$ cat src/rtl/cdiv_pkg.sv
package cdiv_pkg;

    typedef enum logic {
        RATIO_LO = 1'b0,
        RATIO_HI = 1'b1
    } ratio_e;

    typedef struct packed {
        logic wave;
    } half_state_t;

    typedef struct packed {
        logic mark;
    } mark_state_t;

endpackage

$ cat src/rtl/cdiv_gate_capture.sv
module cdiv_gate_capture (
    input  logic clk_i,
    input  logic mr_i,
    input  logic en_i,
    output logic en_o
);

    logic en_q;

    always_ff @(negedge clk_i or posedge mr_i) begin
        if (mr_i) begin
            en_q <= 1'b0;
        end else begin
            en_q <= en_i;
        end
    end

    assign en_o = en_q;

endmodule

$ cat src/rtl/cdiv_half.sv
module cdiv_half
    import cdiv_pkg::*;
(
    input  logic clk_i,
    input  logic mr_i,
    input  logic step_i,
    output logic wave_o,
    output logic rise_o
);

    half_state_t st_d;
    half_state_t st_q;

    always_comb begin
        st_d   = st_q;
        rise_o = 1'b0;
        if (step_i) begin
            st_d.wave = ~st_q.wave;
            rise_o    = ~st_q.wave;
        end
    end

    always_ff @(posedge clk_i or posedge mr_i) begin
        if (mr_i) begin
            st_q <= '0;
        end else begin
            st_q <= st_d;
        end
    end

    assign wave_o = st_q.wave;

endmodule

$ cat src/rtl/cdiv_ratio.sv
module cdiv_ratio
    import cdiv_pkg::*;
#(
    parameter int DIV_LO = 4,
    parameter int DIV_HI = 6
) (
    input  logic clk_i,
    input  logic mr_i,
    input  logic step_i,
    input  logic sel_i,
    output logic wave_o,
    output logic rise_o
);

    localparam int DIV_MAX = (DIV_HI > DIV_LO) ? DIV_HI : DIV_LO;
    localparam int CW      = $clog2(DIV_MAX);
    localparam logic [CW-1:0] LAST_LO = CW'(DIV_LO - 1);
    localparam logic [CW-1:0] LAST_HI = CW'(DIV_HI - 1);
    localparam logic [CW-1:0] HALF_LO = CW'(DIV_LO / 2);
    localparam logic [CW-1:0] HALF_HI = CW'(DIV_HI / 2);
    localparam logic [CW-1:0] ONE     = CW'(1);

    typedef struct packed {
        logic [CW-1:0] cnt;
        ratio_e        mode;
        logic          wave;
    } ratio_state_t;

    ratio_state_t st_d;
    ratio_state_t st_q;
    ratio_e       mode_eff;
    logic [CW-1:0] last_eff;
    logic [CW-1:0] half_eff;

    always_comb begin
        if (st_q.cnt == '0) begin
            mode_eff = sel_i ? RATIO_HI : RATIO_LO;
        end else begin
            mode_eff = st_q.mode;
        end
        last_eff = (mode_eff == RATIO_HI) ? LAST_HI : LAST_LO;
        half_eff = (mode_eff == RATIO_HI) ? HALF_HI : HALF_LO;
    end

    always_comb begin
        st_d   = st_q;
        rise_o = 1'b0;
        if (step_i) begin
            st_d.mode = mode_eff;
            if (st_q.cnt == last_eff) begin
                st_d.cnt = '0;
            end else begin
                st_d.cnt = st_q.cnt + ONE;
            end
            st_d.wave = (st_d.cnt >= ONE) && (st_d.cnt <= half_eff);
            rise_o    = (st_d.cnt == ONE);
        end
    end

    always_ff @(posedge clk_i or posedge mr_i) begin
        if (mr_i) begin
            st_q <= '{cnt: '0, mode: RATIO_LO, wave: 1'b0};
        end else begin
            st_q <= st_d;
        end
    end

    assign wave_o = st_q.wave;

endmodule

$ cat src/rtl/dual_ratio_clkdiv.sv
module dual_ratio_clkdiv
    import cdiv_pkg::*;
#(
    parameter int DIV_LO = 4,
    parameter int DIV_HI = 6
) (
    input  logic clk_i,
    input  logic mr_i,
    input  logic en_i,
    input  logic ratio_sel_i,
    output logic half_o,
    output logic ratio_o,
    output logic mark_o
);

    logic        en_q;
    logic        half_rise;
    logic        ratio_rise;
    mark_state_t mk_d;
    mark_state_t mk_q;

    cdiv_gate_capture u_gate (
        .clk_i (clk_i),
        .mr_i  (mr_i),
        .en_i  (en_i),
        .en_o  (en_q)
    );

    cdiv_half u_half (
        .clk_i  (clk_i),
        .mr_i   (mr_i),
        .step_i (en_q),
        .wave_o (half_o),
        .rise_o (half_rise)
    );

    cdiv_ratio #(
        .DIV_LO (DIV_LO),
        .DIV_HI (DIV_HI)
    ) u_ratio (
        .clk_i  (clk_i),
        .mr_i   (mr_i),
        .step_i (en_q),
        .sel_i  (ratio_sel_i),
        .wave_o (ratio_o),
        .rise_o (ratio_rise)
    );

    always_comb begin
        mk_d.mark = half_rise && ratio_rise;
    end

    always_ff @(posedge clk_i or posedge mr_i) begin
        if (mr_i) begin
            mk_q <= '0;
        end else begin
            mk_q <= mk_d;
        end
    end

    assign mark_o = mk_q.mark;

endmodule

$ cat config.mk
export PLATFORM = sky130hd
export DESIGN_NAME = dual_ratio_clkdiv
export DESIGN_NICKNAME = d
export VERILOG_FILES = /design/src/rtl/cdiv_pkg.sv /design/src/rtl/cdiv_gate_capture.sv /design/src/rtl/cdiv_half.sv /design/src/rtl/cdiv_ratio.sv /design/src/rtl/dual_ratio_clkdiv.sv
export SDC_FILE = /design/constraint.sdc
export NUM_CORES = 1
export LEC_CHECK = 0
export ABC_AREA = 1
export BUFFER_PORTS_ARGS = -buffer_cell sky130_fd_sc_hd__buf_2
export CAP_MARGIN = 20
export CORE_AREA = 2 2 39 41
export DETAILED_ROUTE_END_ITERATION = 10
export DIE_AREA = 0 0 41 43
export GPL_TIMING_DRIVEN = 0
export PLACE_DENSITY_LB_ADDON = 0.15
export SKIP_LAST_GASP = 1
export SYNTH_ARGS = -nofsm -noshare
export SYNTH_HDL_FRONTEND = slang
export SYNTH_SLANG_ARGS = --single-unit
$ cat constraint.sdc
create_clock -name clk_i -period 2.1 [get_ports clk_i]
set_input_delay 0.42 -clock clk_i [delete_from_list [all_inputs] [get_ports clk_i]]
set_output_delay 0.42 -clock clk_i [all_outputs]
set_load 0.05 [all_outputs]
## Word level (Yosys, flattened, before mapping)

Index checks and enable logic that the tools add are counted.
W data, S select, Z words.

| word-level totals | value |
|---|---|
| bits in registers | 8 |
| input port bits | 4 |
| output and inout port bits | 3 |
| word-level logic and storage cells | 23 |

| cells by class | value |
|---|---|
| add/subtract/negate cells | 1 |
| order comparisons | 2 |
| eq/ne operators | 2 |
| muxes and demuxes | 8 |
| bitwise logic cells | 1 |
| reductions and logical operators | 3 |

Operators with widths:

| cell | count |
|---|---|
| $mux W3 | 3 |
| $mux W1 | 5 |
| $add A3 B1 Y3 const B | 1 |
| $eq A3 B1 Y1 const B | 1 |
| $eq A3 B3 Y1 | 1 |
| $ge A3 B1 Y1 const B | 1 |
| $le A3 B3 Y1 | 1 |
| $logic_not A3 Y1 | 1 |
| $logic_and A1 B1 Y1 | 2 |
| $not A1 Y1 | 1 |

## Depth between registers and ports, before layout

Gate-level depths: netlist of run 1.

| logic depth | value |
|---|---|
| word-level depth | 9 |
| mapped depth | 10 |
| mapped depth without buffers | 10 |

## Hierarchy

Synthesis of run 1 repeated with hierarchy kept, for this count alone.

| second synthesis, totals | value |
|---|---|
| cells, all modules | 61 |
| area, all modules | 479.2 um2 |

By module, submodules not included:

| module | times used | cells an instance | area each (um2) | sequential area each (um2) |
|---|---|---|---|---|
| cdiv_ratio | 1 | 47 | 360.3 | 125.1 |
| cdiv_half | 1 | 8 | 53.8 | 25.0 |
| dual_ratio_clkdiv | 1 | 4 | 36.3 | 25.0 |
| cdiv_gate_capture | 1 | 2 | 28.8 | 25.0 |

==> flow_metrics.env, run 1 <==
export IMPL_cts_tree="done"
export IMPL_syn_nets=59
export IMPL_path_clk_slew_ps=60
export IMPL_crit_required_ps=2290
export IMPL_r2r_end="u_ratio.wave_o$_DFFE_PP0P_"
export IMPL_rsz0062_at_grt="yes"
export IMPL_synth_top_area_share_pct=38.4
export IMPL_start_util_pct=33.0
export IMPL_grt_pass1_wl_um=1360
export IMPL_most_common_layout_cells="nand2_1 (14), dfrtp_1 (7), buf_2 (6)"
export IMPL_wl_met2_um=317
export IMPL_ctsHoldBuffers=0
export IMPL_fin_worst_skew_ps=11.3
export IMPL_yosysTopAreaCell="dfrtp_1"
export IMPL_path_max_fanout=4
export IMPL_syn_avg_cell_area_um2=8.78
export IMPL_dp_slack_ps=-22.2
export IMPL_ff2ff_path_depth=5
export IMPL_cp_end_kind="flop"
export IMPL_die_area_mm2=0.00176
export IMPL_fin_ws_ps=61.4
export IMPL_ys_warn_count=0
export IMPL_yosysSeqAreaShare_pct=43.8
export IMPL_grt_max_degree=9
export IMPL_final_antenna_net_count=0
export IMPL_cts_made_buffers=3
export IMPL_synth_seq_cells=8
export IMPL_nFillCells=141
export IMPL_hold_viol_final=0
export IMPL_antenna_found_initial=0
export IMPL_fp_coreArea_mm2=0.00138
export IMPL_die_w_um=41
export IMPL_drt_total_wl_um=756
export IMPL_cts_root_buf="clkbuf_4"
export IMPL_critical_path_class="flop to flop"
export IMPL_clockBufferDepth=2
export IMPL_total_leakage_power_nw=0.301
export IMPL_hold_class="input port to async pin"
export IMPL_wl_per_cell_um=9.45
export IMPL_regToRegStartpoint="u_gate.en_o$_DFF_NP0_"
export IMPL_first_iter_violations=6
export IMPL_vias=355
export IMPL_grt_ovfl_total=0
export IMPL_clk_latency_ps=260
export IMPL_stdcell_count=80
export IMPL_drc=0
export IMPL_vdd_drop_max_mv=0.682
export IMPL_critPathArrivalTime_ps=2230
export IMPL_drv_cap=0
export IMPL_drive_above_1_share_pct=31.3
export IMPL_finalSetupViolCount=0
export IMPL_final_common_cell="nand2_1"
export IMPL_p_total_mw=0.856
export IMPL_hpwl_um=575
export IMPL_num_antenna_cells=0
export IMPL_h_tree_depth=1
export IMPL_reg2reg_slack_ps=60
export IMPL_track_usage_pct=12.0
export IMPL_fp_dieH_um=43
export IMPL_startpoint_type="flop"
export IMPL_outcome="complete, no violations"
export IMPL_syn2layout_area_growth_pct=23.8
export IMPL_maxSlewViolCount=0
export IMPL_drt_met1_wl_um=396
export IMPL_vias_per_cell=4.44
export IMPL_ys_types=17
export IMPL_route_met3_wl_um=20
export IMPL_final_util_pct=40.9
export IMPL_syn_inst=52
export IMPL_cts_sinks=8
export IMPL_max_slew_margin_pct=78.4
export IMPL_firstDrtPassIters=4
export IMPL_synthTopCellsByArea="dfrtp_1 (38%), nand2_1 (12%), ha_1 (8.2%), dfrtn_1 (5.5%), inv_1 (4.9%)"
export IMPL_gp_congestion=0.744
export IMPL_num_rows=14
export IMPL_worstMarginPinSlew_ps=323
export IMPL_grt_pass1_vias=338
export IMPL_powerDensity_mw_per_mm2=1510
export IMPL_ios=7
export IMPL_synthesis_area_um2=457
export IMPL_place_inst=74
export IMPL_fin_nets=72
export IMPL_io_buffers=6
export IMPL_holdWs_ps=105
export IMPL_top_layer_used="met4"
-- per-stage QoR --
step	area, um2	setup TNS, ps
2_1_floorplan	457	0
3_3_place_gp	507	-22.7
3_5_place_dp	507	-22.2
4_1_cts	533	0
5_1_grt	566	-7.71
6_report	566	0
-- final cells by class --
cell class                      instances  area [um2]  share of cell area, %
Buffer                                  1        3.75                  0.664
Clock buffer                            4        26.3                   4.65
Inverter                                7        28.8                   5.09
Multi-Input combinational cell         36         229                   40.5
Sequential cell                         8         200                   35.4
Tap cell                               16        20.0                   3.54
Timing Repair Buffer                    8        57.6                   10.2
-- worst max-delay path: stages (launching register included) --
cell and delay, ps:
dfrtn_1 490, inv_4 70, buf_12 130, a21oi_4 100, nand3_1 80, nand2_1 60
-- per-layer routing --
layer	vias to the layer above	track usage, %
met1	157	15.8
met5	-	0
met2	6	15.6
met4	0	12.0
met3	4	1.57
li1	188	-
-- synth_stat cells (all sizes together) --
cell type / count
a21oi: 2
clkbuf: 1
dfrtn: 1
dfrtp: 7
ha: 3
inv: 7
nand2: 16
nand3: 7
nor2: 3
o21ai: 2
or2: 1
xor2: 2
-- power by group --
| group | total (mW) | switching (mW) | leakage, nW | internal, mW |
|---|---|---|---|---|
| logic | 0.468 | 0.293 | 0.188 | 0.175 |
| clock network | 0.124 | 0.0513 | 0.0150 | 0.0726 |
| registers | 0.264 | 0.0541 | 0.0984 | 0.210 |
| total | 0.856 | 0.399 | 0.301 | 0.458 |
-- how the worst max path moves through the flow --
stage	slack [ps]	endpoint	from
after floorplan	50	mark_o$_DFF_PP0_	u_gate.en_o$_DFF_NP0_
after global placement	-20	mark_o$_DFF_PP0_	u_gate.en_o$_DFF_NP0_
after detailed placement	-20	mark_o$_DFF_PP0_	u_gate.en_o$_DFF_NP0_
after CTS	20	mark_o$_DFF_PP0_	u_gate.en_o$_DFF_NP0_
after global routing	-8	u_ratio.wave_o$_DFFE_PP0P_	u_gate.en_o$_DFF_NP0_
final	60	u_ratio.wave_o$_DFFE_PP0P_	u_gate.en_o$_DFF_NP0_
-- kinds of logic (layout without fill, tap and decap cells) --
kind of cell | count (synthesis) | in the layout | synth area share [%]
xor gates and xnor gates | 2 | 2 | 3.84
DFF | 8 | 8 | 43.8
and+or+nand+nor | 27 | 27 | 30.7
AOI/OAI and AO/OA | 4 | 4 | 6.85
buffers and inverters | 8 | 20 | 6.57
adders and majority gates | 3 | 3 | 8.22
-- sequential cells by signal, indices dropped and copies added (netlist names) --
name            cells
u_gate.en_o         1
u_ratio.wave_o      1
u_half.wave_o       1
u_ratio.st_q        4
mark_o              1
-- timing repair --
item                                    4_1_cts  5_1_grt
pin swaps                                     0        1
endpoints found under the setup margin        1        2
buffers inserted                              0        2
gates resized for setup                       1        2
Power figures use the tool's default switching activity.
==> run 2, diff against run 1 <==
Settings changed: ABC_AREA 1 to not set.
==> flow_metrics.env, run 2 <==
export IMPL_place_inst=58
export IMPL_first_iter_violations=4
export IMPL_syn_inst=36
export IMPL_hold_class="input port to async pin"
export IMPL_total_leakage_power_nw=0.245
export IMPL_synth_cells_most_frequent="dfrtp_1 (7), inv_1 (4), ha_1 (3), xor2_1 (3)"
export IMPL_fin_worst_skew_ps=12.2
export IMPL_startpoint_type="flop"
export IMPL_synthArstFlopShare_pct=100
export IMPL_largest_register_ff_count=4
export IMPL_io_buffers=6
export IMPL_yosysTopAreaCell="dfrtp_1"
export IMPL_gp_congestion=0.710
export IMPL_path_cells="buf_6 -> mux2_2"
export IMPL_yosysSeqAreaShare_pct=48.2
export IMPL_critical_path_endpoint="u_ratio.st_q[1]$_DFFE_PP0P_"
export IMPL_grt_pass1_wl_um=1200
export IMPL_p_switching_mw=0.360
export IMPL_track_usage_pct=10.5
export IMPL_max_slew_margin_pct=81.2
export IMPL_startpoint="u_gate.en_o$_DFF_NP0_"
export IMPL_die_area_mm2=0.00176
export IMPL_cts_made_buffers=3
export IMPL_maxSlewViolCount=0
export IMPL_ios=7
export IMPL_largest_register="u_ratio.st_q"
export IMPL_path_clk_slew_ps=60
export IMPL_synthesis_area_um2=415
export IMPL_holdWs_ps=93.4
export IMPL_vdd_drop_max_mv=0.649
export IMPL_p_comb_share_pct=53.5
export IMPL_grt_ovfl_total=0
export IMPL_clockBufferDepth=2
export IMPL_fp_dieH_um=43
export IMPL_swShare_pct=41.9
export IMPL_synth_top_area_share_pct=42.2
export IMPL_firstDrtPassIters=4
export IMPL_synth_top_flop_cell="dfrtp_1"
export IMPL_grt_pass1_vias=307
export IMPL_stdcell_count=62
export IMPL_synth_edff_count=0
export IMPL_worstMarginPinSlew_ps=281
export IMPL_reg2reg_slack_ps=40
export IMPL_seqPwrFrac_pct=32.6
export IMPL_nFillCells=139
export IMPL_r2r_end="u_ratio.st_q[1]$_DFFE_PP0P_"
export IMPL_drt_total_wl_um=704
export IMPL_synth_seq_cells=8
export IMPL_regToRegStartpoint="u_gate.en_o$_DFF_NP0_"
export IMPL_drc=0
export IMPL_critical_path_class="flop to flop"
export IMPL_fin_nets=54
export IMPL_drv_cap=0
export IMPL_ys_types=19
export IMPL_most_common_layout_cells="dfrtp_1 (7), buf_2 (6), inv_1 (4)"
export IMPL_p_int_mw=0.500
export IMPL_start_util_pct=30.0
export IMPL_final_common_cell="dfrtp_1"
export IMPL_antenna_found_initial=0
export IMPL_final_antenna_net_count=0
export IMPL_ctsHoldBuffers=0
export IMPL_fp_coreArea_mm2=0.00138
export IMPL_num_antenna_cells=0
export IMPL_path_max_fanout=8
export IMPL_drive_above_1_share_pct=37.0
export IMPL_syn_nets=43
export IMPL_hpwl_um=542
export IMPL_h_tree_depth=1
export IMPL_cts_root_buf="clkbuf_4"
export IMPL_cp_end_kind="flop"
export IMPL_powerDensity_mw_per_mm2=1660
export IMPL_syn2layout_area_growth_pct=24.4
export IMPL_cts_tree="done"
export IMPL_vias_per_cell=4.79
export IMPL_ff2ff_path_depth=2
export IMPL_critPathArrivalTime_ps=2190
export IMPL_slowest_delay_ps=420
export IMPL_outcome="complete, no violations"
export IMPL_wl_per_cell_um=11.4
export IMPL_p_total_mw=0.860
export IMPL_clkPwrFrac_pct=13.9
export IMPL_finalSetupViolCount=0
export IMPL_synthTopCellsByArea="dfrtp_1 (42%), ha_1 (9.0%), xor2_1 (6.3%), dfrtn_1 (6.0%), mux2_2 (5.4%)"
export IMPL_crit_required_ps=2230
export IMPL_ys_warn_count=0
export IMPL_hold_viol_final=0
export IMPL_vias=297
export IMPL_grt_max_degree=9
export IMPL_synth_most_common_cell="dfrtp_1"
export IMPL_num_rows=14
export IMPL_cpMaxStageDelayCell="dfrtn_1"
export IMPL_cts_sinks=8
export IMPL_die_w_um=41
export IMPL_syn_avg_cell_area_um2=11.5
export IMPL_clk_latency_ps=250
[run 2: critical path, delay by kind of cell (launching register included)]
family                 cells  cell delay, ps
buffers and inverters      1             140
DFF                        1             420
muxes                      1             340
[run 2: how the worst min path moves through the flow]
stage                     start                          end  slack, ps  cells past startpoint
after CTS                  mr_i    u_half.wave_o$_DFFE_PP0P_         90                      2
after floorplan            mr_i             mark_o$_DFF_PP0_        240                      1
after global routing       mr_i    u_half.wave_o$_DFFE_PP0P_        100                      2
after global placement     mr_i  u_ratio.st_q[2]$_DFFE_PP0P_        360                      2
after detailed placement   mr_i  u_ratio.st_q[3]$_DFFE_PP0P_        360                      2
final                      mr_i  u_ratio.st_q[1]$_DFFE_PP0P_         90                      2
[run 2: metal layers]
| metal | vias up | part of all wire [%] | track usage [%] |
|---|---|---|---|
| met5 | - | 0 | 0 |
| met4 | 0 | 1.6 | 10.0 |
| met3 | 2 | 3.7 | 1.57 |
| met2 | 6 | 51 | 15.0 |
| met1 | 145 | 44 | 12.5 |
| li1 | 144 | - | - |
[run 2: kinds of logic after synthesis]
family / after synthesis / synth area share, %
fa+ha+maj: 3 / 9.04
flops: 8 / 48.2
compound gates: 6 / 11.1
simple gates: 7 / 10.8
xor+xnor: 3 / 6.33
buf+inv: 6 / 5.42
mux: 3 / 9.03
[run 2: repair_timing]
item / CTS / global route
resized for setup: 3 / 4
cloned: 0 / 0
setup endpoints to repair: 3 / 3
buffers inserted: 0 / 0
[run 2: power by group through the flow]
stage          clock (mW)  sequential (mW)  combinational (mW)
3_3_place_gp            0            0.281               0.411
5_1_grt             0.137            0.291               0.506
6_report            0.119            0.281               0.460
4_1_cts             0.126            0.281               0.444
3_5_place_dp            0            0.282               0.416
2_1_floorplan           0            0.345               0.263
[run 2: area by class of cell]
| class | count | area [um2] | share of cell area [%] |
|---|---|---|---|
| buffer | 2 | 15.0 | 2.91 |
| inverter | 4 | 15.0 | 2.91 |
| sequential | 8 | 200 | 38.7 |
| clock buffer | 4 | 26.3 | 5.08 |
| multi-input combinational | 22 | 210 | 40.7 |
| timing repair buffer | 6 | 30.0 | 5.81 |
| tap | 16 | 20.0 | 3.87 |
[run 2: per-stage QoR]
step                TNS [ps]  util, %  cell area, um2  setup slack (ps)
global placement       -48.2     33.7             467             -48.2
finish                     0     37.3             517              37.5
detailed placement     -57.7     33.7             467             -51.7
CTS                        0     36.5             505              8.44
floorplan                  0        -             417              58.3
global route           -3.34     37.3             517             -3.09
